**src/rtl/irq_pkg.sv**
```systemverilog
package irq_pkg;
    localparam int unsigned IRQ_NSRC = 7;
    localparam int unsigned IRQ_AW   = 4;

    // source positions inside the flag and enable registers
    typedef enum logic [2:0] {
        SRC_PA_LINE2 = 3'd0,
        SRC_PA_LINE1 = 3'd1,
        SRC_SHIFT    = 3'd2,
        SRC_PB_LINE2 = 3'd3,
        SRC_PB_LINE1 = 3'd4,
        SRC_TMR2     = 3'd5,
        SRC_TMR1     = 3'd6
    } irq_src_e;

    // mask-protocol update: top bit is the value, lower bits select
    function automatic logic [IRQ_NSRC-1:0] apply_mask(
        input logic [IRQ_NSRC-1:0] cur,
        input logic [IRQ_NSRC:0]   cmd
    );
        if (cmd[IRQ_NSRC]) return cur | cmd[IRQ_NSRC-1:0];
        else               return cur & ~cmd[IRQ_NSRC-1:0];
    endfunction
endpackage

```
**src/rtl/irq_flag_bank.sv**
```systemverilog
module irq_flag_bank #(
    parameter int unsigned NSRC = 7
) (
    input  logic            clk,
    input  logic            rst_n,
    input  logic [NSRC-1:0] set_p,
    input  logic [NSRC-1:0] clr_p,
    output logic [NSRC-1:0] flags
);
    for (genvar i = 0; i < NSRC; i++) begin : g_flag
        always_ff @(posedge clk or negedge rst_n) begin
            if (!rst_n)        flags[i] <= 1'b0;
            else if (set_p[i]) flags[i] <= 1'b1;   // set has priority
            else if (clr_p[i]) flags[i] <= 1'b0;
        end
    end
endmodule

```
**src/rtl/irq_enable_reg.sv**
```systemverilog
module irq_enable_reg
    import irq_pkg::*;
#(
    parameter int unsigned NSRC = IRQ_NSRC
) (
    input  logic            clk,
    input  logic            rst_n,
    input  logic            wr_stb,
    input  logic [NSRC:0]   wdata,
    output logic [NSRC-1:0] enables
);
    logic [NSRC-1:0] en_nxt;

    always_comb begin
        if (wdata[NSRC]) en_nxt = enables | wdata[NSRC-1:0];
        else             en_nxt = enables & ~wdata[NSRC-1:0];
    end

    always_ff @(posedge clk or negedge rst_n) begin
        if (!rst_n)      enables <= '0;
        else if (wr_stb) enables <= en_nxt;
    end
endmodule

```
**src/rtl/irq_summary.sv**
```systemverilog
module irq_summary #(
    parameter int unsigned NSRC = 7
) (
    input  logic [NSRC-1:0] flags,
    input  logic [NSRC-1:0] enables,
    output logic            pending
);
    assign pending = |(flags & enables);
endmodule

```
**src/rtl/irq_flag_ctrl.sv**
```systemverilog
module irq_flag_ctrl
    import irq_pkg::*;
#(
    parameter int unsigned        NSRC      = IRQ_NSRC,
    parameter int unsigned        AW        = IRQ_AW,
    parameter logic [IRQ_AW-1:0]  FLAG_ADDR = 4'hD,
    parameter logic [IRQ_AW-1:0]  EN_ADDR   = 4'hE
) (
    input  logic            clk,
    input  logic            rst_n,
    input  logic [NSRC-1:0] src_set,
    input  logic [NSRC-1:0] src_clr,
    input  logic [AW-1:0]   reg_addr,
    input  logic            reg_wr,
    input  logic [NSRC:0]   reg_wdata,
    output logic [NSRC:0]   reg_rdata,
    output logic            irq
);
    localparam int unsigned DW = NSRC + 1;

    logic [NSRC-1:0] flags_q;
    logic [NSRC-1:0] en_q;
    logic            en_wr;
    logic            pend;

    assign en_wr = reg_wr && (reg_addr == EN_ADDR);

    irq_flag_bank #(.NSRC(NSRC)) u_flags (
        .clk   (clk),
        .rst_n (rst_n),
        .set_p (src_set),
        .clr_p (src_clr),
        .flags (flags_q)
    );

    irq_enable_reg #(.NSRC(NSRC)) u_en (
        .clk     (clk),
        .rst_n   (rst_n),
        .wr_stb  (en_wr),
        .wdata   (reg_wdata),
        .enables (en_q)
    );

    irq_summary #(.NSRC(NSRC)) u_sum (
        .flags   (flags_q),
        .enables (en_q),
        .pending (pend)
    );

    assign irq = pend;

    always_comb begin
        if (reg_addr == FLAG_ADDR)    reg_rdata = {pend, flags_q};
        else if (reg_addr == EN_ADDR) reg_rdata = {1'b1, en_q};
        else                          reg_rdata = {DW{1'b0}};
    end
endmodule

```
**config.mk**
```make
export PLATFORM = sky130hd
export DESIGN_NAME = irq_flag_ctrl
export DESIGN_NICKNAME = d
export VERILOG_FILES = /design/src/rtl/irq_pkg.sv /design/src/rtl/irq_flag_bank.sv /design/src/rtl/irq_enable_reg.sv /design/src/rtl/irq_summary.sv /design/src/rtl/irq_flag_ctrl.sv
export SDC_FILE = /design/constraint.sdc
export NUM_CORES = 1
export LEC_CHECK = 0
export BUFFER_PORTS_ARGS = -buffer_cell sky130_fd_sc_hd__buf_2
export CORE_MARGIN = 1
export CORE_UTILIZATION = 40
export CTS_BUF_LIST = sky130_fd_sc_hd__clkbuf_4 sky130_fd_sc_hd__clkbuf_8
export DETAILED_ROUTE_END_ITERATION = 10
export GPL_TIMING_DRIVEN = 0
export PLACE_DENSITY = 0.71
export SLEW_MARGIN = 20
export SYNTH_ARGS = -nofsm -noshare
export SYNTH_HDL_FRONTEND = slang
export SYNTH_SLANG_ARGS = --single-unit
```
**constraint.sdc**
```tcl
create_clock -name clk -period 1.5 [get_ports clk]
set_input_delay 0.225 -clock clk [delete_from_list [all_inputs] [get_ports clk]]
set_output_delay 0.225 -clock clk [all_outputs]
set_load 0.02 [all_outputs]
```
=== Yosys cells after proc, flatten, opt, wreduce, memory -nomap -nowiden ===
Index checks and enable logic that the tools add are counted.

* Register bits: 14
* Bits in latches: 0
* Memory bits (writable): 0
* Memory bits (read-only): 0
* Output and inout port bits: 9
* Memories: 0

* Add/subtract/negate cells: 0
* $mul: 0
* Div/mod/pow operators: 0
* $lt $le $gt $ge: 0
* Equal/unequal tests: 2
* Shifts and indexed selects: 0
* Multiplexer cells: 17
* Bitwise logic cells: 4
* Reductions and logical operators: 9

{| class="wikitable"
|+ Operators by type and width
! kind !! count
|-
| two-way mux 8 bit || 2
|-
| AND 7 bit || 2
|-
| two-way mux 1 bit || 14
|-
| nonzero test 2 bit || 7
|-
| equality test 4 bit, second input constant || 2
|-
| two-way mux 7 bit || 1
|-
| inverter 7 bit || 1
|-
| bitwise OR 7 bit || 1
|-
| OR reduction 7 bit || 1
|-
| logical AND 1 bit || 1
|}

=== Depth between registers and ports, before layout ===
Gate-level depths: netlist of the first run.

* Depth in word-level cells: 3
* Depth in mapped cells: 5
* Depth with buffers taken out: 3

=== Hierarchy ===
A second synthesis of the first run with hierarchy kept.

* Cells, all modules: 75
* Area total of the unflattened synthesis: 763.2 µm²

{| class="wikitable"
|+ Modules (own cells, without submodules)
! module !! instances !! cells each !! area an instance (µm²) !! sequential area each (µm²)
|-
| irq_enable_reg || 1 || 21 || 280.3 || 175.2
|-
| irq_flag_bank || 1 || 21 || 254.0 || 175.2
|-
| irq_flag_ctrl || 1 || 29 || 198.9 || 0.0
|-
| irq_summary || 1 || 4 || 30.0 || 0.0
|}

=== Least setup slack after synthesis of the first run ===
No wires, ideal clock.

* Kind: register to output
* From: register u_flags.flags[4]
* To: output port reg_rdata[7]
* Arrival: 1091 ps
* Data required time: 1275 ps
* Slack: 184 ps
* Cell stages (with the launch flop): 4
* Path buffers: 0
* Cells stage by stage: dfrtp_1 -> a22o_1 -> a221oi_1 -> a31oi_1

* Word-level cells in the longest chain between the ends: 3

{| class="wikitable"
|+ RTL lines
! what !! line !! source
|-
| start: declaration || irq_flag_bank.sv:8 || <nowiki>output logic [NSRC-1:0] flags</nowiki>
|-
| start signal: indexed assignment || irq_flag_bank.sv:12 || <nowiki>if (!rst_n) flags[i] <= 1'b0;</nowiki>
|-
| start signal: indexed assignment || irq_flag_bank.sv:13 || <nowiki>else if (set_p[i]) flags[i] <= 1'b1;</nowiki>
|-
| start signal: indexed assignment || irq_flag_bank.sv:14 || <nowiki>else if (clr_p[i]) flags[i] <= 1'b0;</nowiki>
|-
| AND 7 bit || irq_summary.sv:8 || <nowiki>assign pending = |(flags & enables);</nowiki>
|-
| OR reduction 7 bit || irq_summary.sv:8 ||
|-
| two-way mux 8 bit || irq_flag_ctrl.sv:53 || <nowiki>if (reg_addr == FLAG_ADDR) reg_rdata = {pend, flags_q};</nowiki>
|-
| end: declaration || irq_flag_ctrl.sv:16 || <nowiki>output logic [NSRC:0] reg_rdata,</nowiki>
|}

Every way passes these cells.

=== Worst setup path in the final report of the first run ===
Ends and elaborated chain as after synthesis.

==> results of run 1 <==
==> per-layer routing <==
layer  vias to the layer above  track usage, %  share of wire [%]
met1                       324            24.8                 40
met3                         2            3.97                9.9
met4                         0            5.29               0.66
li1                        347               -                  -
met2                        41            32.4                 49
met5                         -               0                  0
==> power groups by stage <==
stage,Sequential [uW],Combinational [uW],Clock [uW]
floorplan,463,144,0
global placement,470,221,0
detailed placement,474,228,0
CTS,469,238,207
global route,478,267,223
finish,470,241,204
==> cell families (layout without fill, tap and decap cells) <==
logic type	after synthesis	in the layout	synth area share, %
buffers and inverters	11	53	8.74
muxes	7	7	10.7
AOI/OAI and AO/OA	20	20	18.9
and+or+nand+nor	20	20	16.3
DFF	14	14	45.3
==> worst max-delay path: stages, from the launching register on <==
cell and delay, ns:
dfrtp_1 0.39, a22o_1 0.24, a221oi_2 0.24, a31oi_1 0.12
buf_2 0.17
==> layout by cell type, fill, tap and decap left out <==
cell type	n
nor2b_4	1
and2_1	1
buf_12	1
mux2_4	1
buf_4	2
inv_1	7
dlygate4sd3_1	1
mux2_2	6
clkbuf_4	3
a22o_1	1
o21ai_0	1
a22oi_1	8
buf_6	1
nand4_1	6
nor2_1	7
clkbuf_2	1
a31oi_1	1
a221oi_2	1
buf_2	37
dfrtp_1	14
a21o_1	7
and2b_2	1
nand2_1	2
nand3_1	1
a21oi_1	1
nand4_4	1
==> area by class of cell <==
class	count	area (um2)	share of cell area [%]
Multi-Input combinational cell	47	362	34.8
Timing Repair Buffer	39	205	19.8
Buffer	4	41.3	3.98
Tap cell	25	31.3	3.01
Clock buffer	3	22.5	2.17
Sequential cell	14	350	33.7
Inverter	7	26.3	2.53
==> through the flow <==
step                      power (uW)  setup slack [ns]  util, %  TNS, ns
after floorplan                  607             0.184        -        0
after global placement           691            0.0355     56.1        0
after detailed placement         702           -0.0150     56.1  -0.0150
after CTS                        913            -0.165     58.7   -0.319
after global routing             967            -0.260     58.9   -0.515
final                            915            -0.164     58.9   -0.325
==> path summary, 6_finish.rpt <==
check,start,endpoint,slack (ns)
max,u_flags.flags[4],reg_rdata[7],-0.16
min,src_set[4],u_flags.flags[4],0.12
max reg2reg,flip-flop,flip-flop,0.72
min reg2reg,u_flags.flags[5],u_flags.flags[5],0.52
max in group asynchronous,rst_n,asynchronous set/reset pin,0.87
min in group asynchronous,rst_n,u_flags.flags[1],0.39
==> timing repair <==
action | CTS | global route
pin swaps | 1 | 1
resized for setup | 1 | 1
setup endpoints to repair | 2 | 2
hold buffers | 1 | 0
endpoints found under the hold margin | 14 | 0
setup buffers | 1 | 0
==> key figures, run 1 <==
Run status
  • Status: finished, violations left
  • Failing checks: negative setup slack

Power and ir drop
  • Pwr dens: 881 nW/um2
  • Clk pwr share: 22.3%
  • Comb power frac: 26.3%
  • Internal power: 649 uW
  • Reg power frac: 51.3%
  • Leak pwr: 0.000544 uW
  • NetSw: 266 uW
  • Peak supply drop: 478 uV
  • Switch share: 29.0%

Synthesis
  • Count leader, synth: dfrtp_1
  • Yosys warns: 0
  • Mapped Avg Cell Area: 10.7 um2
  • Cells after Synth: 72
  • Synth cell types: 23
  • Ys async rst share: 100%
  • Mapped Area: 773 um2
  • Number of synthesized flops with an enable pin: 0
  • Synthesized net count: 101
  • Synth area leader: dfrtp_1
  • Seq cells post-synth: 14
  • Top cell type's share of synthesized area: 45.3%
  • Part of the Yosys area used for sequential elements: 45.3%
  • Largest cells by area after synthesis: dfrtp_1, mux2_2, a22oi_1, a21o_1, nand4_1
  • Ys flop type: dfrtp_1
  • Synth cell count leaders: dfrtp_1, a22oi_1, a21o_1, inv_1, nor2_1

Detailed routing
  • Avg WL per Cell: 13.0 um
  • DR pass1 iterations: 4
  • Post-Route WL: 1810 um
  • DRC Markers: 0
  • Vias: 714
  • Number of vias per cell: 5.14
  • DR iter-0 viols: 10
  • Post-DRT Antenna Nets: 0

Floorplan
  • Core Rows: 15
  • DIE WIDTH: 46.0 um
  • Die footprint: 2110 um2
  • IO Count: 38
  • Initial Utilization: 43.8%
  • Die Ht: 46.0 um
  • Core area: 1760 um2

Global route
  • First-pass GRT wire length: 2850 um
  • Pin count of the biggest net entering global routing: 15
  • Initial antenna violation count: 0
  • Global route overflow: 0
  • Global Route Usage Sum: 19.3%
  • Vias in the first global route: 630

Finish
  • Final Instance Area: 1040 um2
  • Area grow syn2layout: 34.3%
  • Layout cells sized above 1: 49.1%
  • Nets@finish: 145
  • Antenna diode count: 0
  • Non-Filler Instances: 139
  • # fillers: 164

Worst setup path
  • Kind of critical path: flip-flop to output port
  • Required time of the critical path: 1.27 ns
  • Setup crit end kind: output port
  • R2R depth: 1
  • Crit path max fanout: 2
  • Worst Setup Start Kind: flip-flop
  • CP Data Arrival Time: 1.44 ns

STA
  • Relative slew slack: 78.6%
  • Max Clk Rate: 601 MHz
  • Final worst slack: -0.164 ns
  • RSZ-0062 raised after global routing: true
  • Final setup violation count: 2
  • Final slew viol count: 0
  • Fin crit share: 111%
  • Clk_skew: 0 ns
  • Fin. Hold Viols: 0
  • Worst hold slack: 0.123 ns
  • Minimum clock period: 1.66 ns
  • Worst-Margin Slew: 0.321 ns

Flow run
  • Maximum capacitance violations: 0

Min path
  • Hold/Removal Path Class: input pin to flip-flop
  • Cells on Worst Hold Path: 2

CTS
  • Clock root buffer master: clkbuf_4
  • Deepest clock path buffer count: 2
  • Sink Count: 14
  • CTS tree: built
  • Num CTS Buffers: 3
  • Clk Latency, worst-skew pair: 0.27 ns
  • CTS HTree Levels: 1
  • Clock-pin slew on the worst setup and hold paths: 0.07 ns

Placed design
  • Placed instance area: 990 um2
  • DP Cell Count: 134
  • Routability Congestion: 0.806
  • DP HPWL: 1350 um
  • Port bufs: 37
(Power assumes the default switching activity.)
==> run 2, diff against run 1 <==
--- a/config.mk
+++ b/config.mk
@@ -7,11 +7,11 @@
 export LEC_CHECK = 0
 export BUFFER_PORTS_ARGS = -buffer_cell sky130_fd_sc_hd__buf_2
 export CORE_MARGIN = 1
-export CORE_UTILIZATION = 40
+export CORE_UTILIZATION = 38
 export CTS_BUF_LIST = sky130_fd_sc_hd__clkbuf_4 sky130_fd_sc_hd__clkbuf_8
 export DETAILED_ROUTE_END_ITERATION = 10
 export GPL_TIMING_DRIVEN = 0
-export PLACE_DENSITY = 0.71
+export PLACE_DENSITY = 0.68
 export SLEW_MARGIN = 20
 export SYNTH_ARGS = -nofsm -noshare
 export SYNTH_HDL_FRONTEND = slang
==> run 2 against run 1 <==
  * Largest power group unchanged
  * Critical endpoint unchanged
  * The run still ends with negative setup slack left
  * Non-clock buffer count increased by 1
  * Sequential share of layout area is 0.60 points lower
  * Register-to-register slack got worse by 0.02 ns
  * Largest cell class unchanged
  * First-iteration DRC count is 60% higher
  * Clock skew stayed put
  * Cell count increased by 1.4%
==> key figures, run 2 (synthesized netlist as in run 1, its figures left out) <==
Worst setup path
  • Setup crit end kind: output port
  • CP Data Arrival Time: 1.49 ns
  • Required time of the critical path: 1.27 ns
  • Kind of critical path: flip-flop to output port
  • R2R depth: 1
  • Worst Setup Start Kind: flip-flop
  • Crit path max fanout: 2

Finish
  • Commonest cells after routing, fill and taps aside: buf_2, dfrtp_1, a22oi_1
  • # fillers: 181
  • Area grow syn2layout: 36.7%
  • Commonest non-fill, non-tap cell in the layout: buf_2
  • Antenna diode count: 0
  • Layout cells sized above 1: 50.0%
  • Non-Filler Instances: 141
  • Nets@finish: 146
  • Final Util: 58.1%

Detailed routing
  • DRC Markers: 0
  • DR iter-0 viols: 16
  • Vias: 754
  • Number of vias per cell: 5.35
  • Post-Route WL: 1980 um
  • DR pass1 iterations: 4
  • Avg WL per Cell: 14.0 um
  • Post-DRT Antenna Nets: 0

STA
  • Worst-Margin Slew: 0.321 ns
  • Minimum clock period: 1.72 ns
  • Clk_skew: 0 ns
  • Fin. Hold Viols: 0
  • Fin crit share: 115%
  • Final worst slack: -0.219 ns
  • Final setup violation count: 2
  • Max Clk Rate: 582 MHz
  • RSZ-0062 raised after global routing: true
  • Relative slew slack: 78.6%
  • Setup TNS: -0.407 ns
  • Final slew viol count: 0

Run status
  • Status: finished, violations left
  • Failing checks: negative setup slack

Floorplan
  • DIE WIDTH: 47.1 um
  • Die Ht: 47.1 um
  • Core area: 1820 um2
  • IO Count: 38
  • Die footprint: 2220 um2
  • Initial Utilization: 42.5%
  • Core Rows: 15

Global route
  • Initial antenna violation count: 0
  • Pin count of the biggest net entering global routing: 15
  • Met3 usage: 3.46%
  • First-pass GRT wire length: 2880 um
  • M2 GR Usage: 36.7%
  • GR peak layer: met2
  • Global Route Usage Sum: 19.2%
  • GR Util met1: 21.1%
  • Global route overflow: 0
  • Vias in the first global route: 678

Power and ir drop
  • Leak pwr: 0.000555 uW
  • Peak supply drop: 511 uV
  • Pwr dens: 942 nW/um2

Placed design
  • DP Cell Count: 134
  • DP HPWL: 1420 um
  • Routability Congestion: 0.782
  • Port bufs: 37

Min path
  • Cells on Worst Hold Path: 2
  • Hold/Removal Path Class: input pin to flip-flop

CTS
  • Clock-pin slew on the worst setup and hold paths: 0.09 ns
  • Clock root buffer master: clkbuf_4
  • CTS HTree Levels: 1
  • Num CTS Buffers: 3
  • Deepest clock path buffer count: 2
  • Sink Count: 14
  • Clk Latency, worst-skew pair: 0.29 ns
  • CTS tree: built

Flow run
  • Maximum capacitance violations: 0
## run 2: cell count changes in the layout (fill, tap and decap cells not counted)
cell,change
buf_2,+1
clkbuf_8,+1
## run 2: final timing paths
path | startpoint | end | slack (ns)
max | u_flags.flags[4] | reg_rdata[7] | -0.22
min | src_set[1] | u_flags.flags[1] | 0.11
max reg2reg | flip-flop | flip-flop | 0.70
min reg2reg | u_flags.flags[5] | u_flags.flags[5] | 0.52
max in group asynchronous | rst_n | u_flags.flags[6] | 0.90
min in group asynchronous | rst_n | asynchronous set/reset pin | 0.36
## run 2: power by group
part           internal, uW  total (uW)  switching, uW
sequential              427         471           44.3
clock                   148         283            135
combinational           127         243            115
total                   702         996            294
## run 2: worst max-delay path, stage by stage, from the launching register on
cell	delay (ns)
dfrtp_1	0.40
a22o_1	0.26
a221oi_2	0.24
a31oi_1	0.13
buf_2	0.17
## run 2: stage by stage
stage                     hold slack [ns]  area [um2]  worst slack [ns]  power [uW]
after floorplan                   -0.0706         773             0.184         607
after global placement              0.138         990            0.0409         693
after detailed placement            0.138         990          -0.00644         704
after CTS                           0.111        1060            -0.180         996
after global routing                0.110        1060            -0.227        1030
final                               0.108        1060            -0.219         996
## run 2: area by class of cell
type	count	area (um2)	share of cell area (%)
inverters	7	26.3	2.49
repair buffers	40	210	19.9
plain buffers	4	41.3	3.91
multi-input cells	47	362	34.2
clock buffers	4	36.3	3.43
flip-flops and latches	14	350	33.1
well taps	25	31.3	2.96
## run 2: routing by layer
metal  vias up  part of all wire, %  routed length (um)
li1        351                    -                   -
met1       368                   43                 857
met2        31                   51                1000
met3         4                  4.9                  96
met4         0                  1.2                  23
met5         -                    0                   0
## run 2: what timing repair did
item | in CTS | in global routing
setup endpoints to repair | 2 | 3
pin swaps | 1 | 0
hold buffers | 1 | 0
hold endpoints to repair | 14 | 0
buffers inserted | 2 | 0
gates cloned | 0 | 0
resized for setup | 1 | 0
==> run 3, diff against run 2 <==
--- a/config.mk
+++ b/config.mk
@@ -8,7 +8,7 @@
 export BUFFER_PORTS_ARGS = -buffer_cell sky130_fd_sc_hd__buf_2
 export CORE_MARGIN = 1
 export CORE_UTILIZATION = 38
-export CTS_BUF_LIST = sky130_fd_sc_hd__clkbuf_4 sky130_fd_sc_hd__clkbuf_8
+export CTS_BUF_LIST = sky130_fd_sc_hd__clkbuf_4
 export DETAILED_ROUTE_END_ITERATION = 10
 export GPL_TIMING_DRIVEN = 0
 export PLACE_DENSITY = 0.68
==> constraint.sdc (replaced) <==
create_clock -name clk -period 1.9 [get_ports clk]
set_input_delay 0.285 -clock clk [delete_from_list [all_inputs] [get_ports clk]]
set_output_delay 0.285 -clock clk [all_outputs]
set_load 0.02 [all_outputs]
==> run 3 against run 2 <==
  * The flow now finishes without violations
  * Sequential power decreased by 21%
  * Wire length decreased by 5.5%
  * Via count decreased by 1.1%
  * Utilization decreased by 1.4 points
  * Die area unchanged
  * Clock-buffer cell count decreased by 1
  * Cell count decreased by 1.4%
  * Power decreased by 26%
  * Combinational power decreased by 23%
  * Clock skew unchanged
  * Sequential share of layout area increased by 0.80 points
  * Largest cell class unchanged
  * Largest power group unchanged
==> key figures, run 3 (synthesized netlist as in run 1, its figures left out) <==
Worst setup path
  • Crit path max fanout: 3
  • Crit-path cells: a22o_1 > a221oi_2 > a31oi_1 > buf_2
  • Worst Setup Start Kind: flip-flop
  • Worst path slowest cell: dfrtp_1
  • Stages on worst setup path: 4
  • Reg2reg setup slack: 1.09 ns
  • CP peak stage delay: 0.41 ns
  • Critical path buffers and inverters: 1
  • Required time of the critical path: 1.62 ns
  • Kind of critical path: flip-flop to output port
  • R2R depth: 1
  • Crit path max-delay family: compound AO/OA/AOI/OAI gates
  • CP Data Arrival Time: 1.52 ns
  • Critical path endpoint: reg_rdata[7]
  • Setup crit end kind: output port
  • Worst Setup SP: u_flags.flags[4]

Finish
  • Nets@finish: 144
  • Antenna diode count: 0
  • Commonest non-fill, non-tap cell in the layout: buf_2
  • # fillers: 186
  • Layout cells sized above 1: 48.2%
  • Non-Filler Instances: 139
  • Commonest cells after routing, fill and taps aside: buf_2, dfrtp_1, a22oi_1
  • Area grow syn2layout: 33.5%
  • Final Instance Area: 1030 um2

STA
  • Setup TNS: 0 ns
  • Relative slew slack: 78.5%
  • Minimum clock period: 1.80 ns
  • Fin. Hold Viols: 0
  • Fin crit share: 94.9%
  • Final worst slack: 0.0964 ns
  • Worst-Margin Slew: 0.323 ns
  • Final slew viol count: 0
  • Max Clk Rate: 554 MHz
  • Final setup violation count: 0
  • RSZ-0062 raised after global routing: false
  • Clk_skew: 0 ns

Detailed routing
  • Post-Route WL: 1870 um
  • DR pass1 iterations: 4
  • Post-DRT Antenna Nets: 0
  • Vias: 746
  • DRC Markers: 0
  • DR iter-0 viols: 18
  • Avg WL per Cell: 13.5 um
  • Number of vias per cell: 5.37

Global route
  • Pin count of the biggest net entering global routing: 15
  • First-pass GRT wire length: 2710 um
  • Global route overflow: 0
  • Vias in the first global route: 653
  • Global Route Usage Sum: 18.0%
  • Initial antenna violation count: 0

Power and ir drop
  • Leak pwr: 0.000540 uW
  • Switch share: 30.6%
  • Comb power frac: 25.3%
  • Reg power frac: 50.7%
  • Peak supply drop: 453 uV
  • Internal power: 510 uW
  • NetSw: 224 uW
  • Pwr dens: 711 nW/um2
  • Clk pwr share: 24.0%

Floorplan
  • Die Ht: 47.1 um
  • Core area: 1820 um2
  • Initial Utilization: 42.5%
  • DIE WIDTH: 47.1 um
  • IO Count: 38
  • Core Rows: 15
  • Die footprint: 2220 um2

Flow run
  • Maximum capacitance violations: 0

Run status
  • Status: finished, final reports clean

CTS
  • Sink Count: 14
  • CTS HTree Levels: 1
  • Deepest clock path buffer count: 2
  • Num CTS Buffers: 3
  • CTS tree: built
  • Clock-pin slew on the worst setup and hold paths: 0.09 ns
  • Clock root buffer master: clkbuf_4
  • Post CTS Setup Buffer Count: 0
  • Clk Latency, worst-skew pair: 0.28 ns

Placed design
  • DP Cell Count: 134
  • Routability Congestion: 0.782
  • Placed instance area: 990 um2
  • Port bufs: 37
  • Place WS: 0.334 ns
  • DP HPWL: 1420 um

Min path
  • Cells on Worst Hold Path: 2
  • Hold/Removal Path Class: input pin to flip-flop
==> run 3: layer usage <==
metal  global-route usage, %  wire length (um)  vias to the layer above
met5                       0                 0                        -
met4                    8.00                25                        0
met3                    3.46               111                        4
met2                    32.5               915                       36
met1                    20.6               818                      361
li1                        -                 -                      345
==> run 3: power groups by stage <==
stage / logic (uW) / clock network, uW / registers [uW]
final: 186 / 176 / 373
after global routing: 199 / 194 / 375
after CTS: 183 / 180 / 370
after detailed placement: 180 / 0 / 376
after global placement: 175 / 0 / 372
after floorplan: 113 / 0 / 366
==> run 3: metrics by stage <==
| step | util [%] | hold slack [ns] | total power (uW) |
|---|---|---|---|
| 3_3_place_gp | 54.4 | 0.198 | 547 |
| 3_5_place_dp | 54.4 | 0.198 | 556 |
| 5_1_grt | 56.7 | 0.168 | 769 |
| 2_1_floorplan | - | -0.0106 | 479 |
| 6_report | 56.7 | 0.180 | 734 |
| 4_1_cts | 56.4 | 0.175 | 733 |
==> run 3: repair_timing <==
action | in CTS | in global routing
hold buffers | 1 | 0
gates resized for setup | 0 | 1
setup endpoints to repair | 0 | 1
endpoints found under the hold margin | 14 | 0
==> run 3: worst min-delay path by stage <==
stage               startpoint                          to
floorplan                rst_n  asynchronous set/reset pin
global placement         rst_n            u_flags.flags[5]
detailed placement       rst_n            u_flags.flags[1]
CTS                 src_set[0]            u_flags.flags[0]
global route        src_set[0]            u_flags.flags[0]
finish              src_set[1]            u_flags.flags[1]
==> run 3: final cells by class <==
class,count,area [um2],share of cell area [%]
plain buffers,4,41.3,4.00
clock buffers,3,22.5,2.18
clock inverters,1,3.75,0.364
inverters,7,26.3,2.55
multi-input cells,47,362,35.0
flip-flops and latches,14,350,33.9
well taps,25,31.3,3.03
repair buffers,38,195,18.9
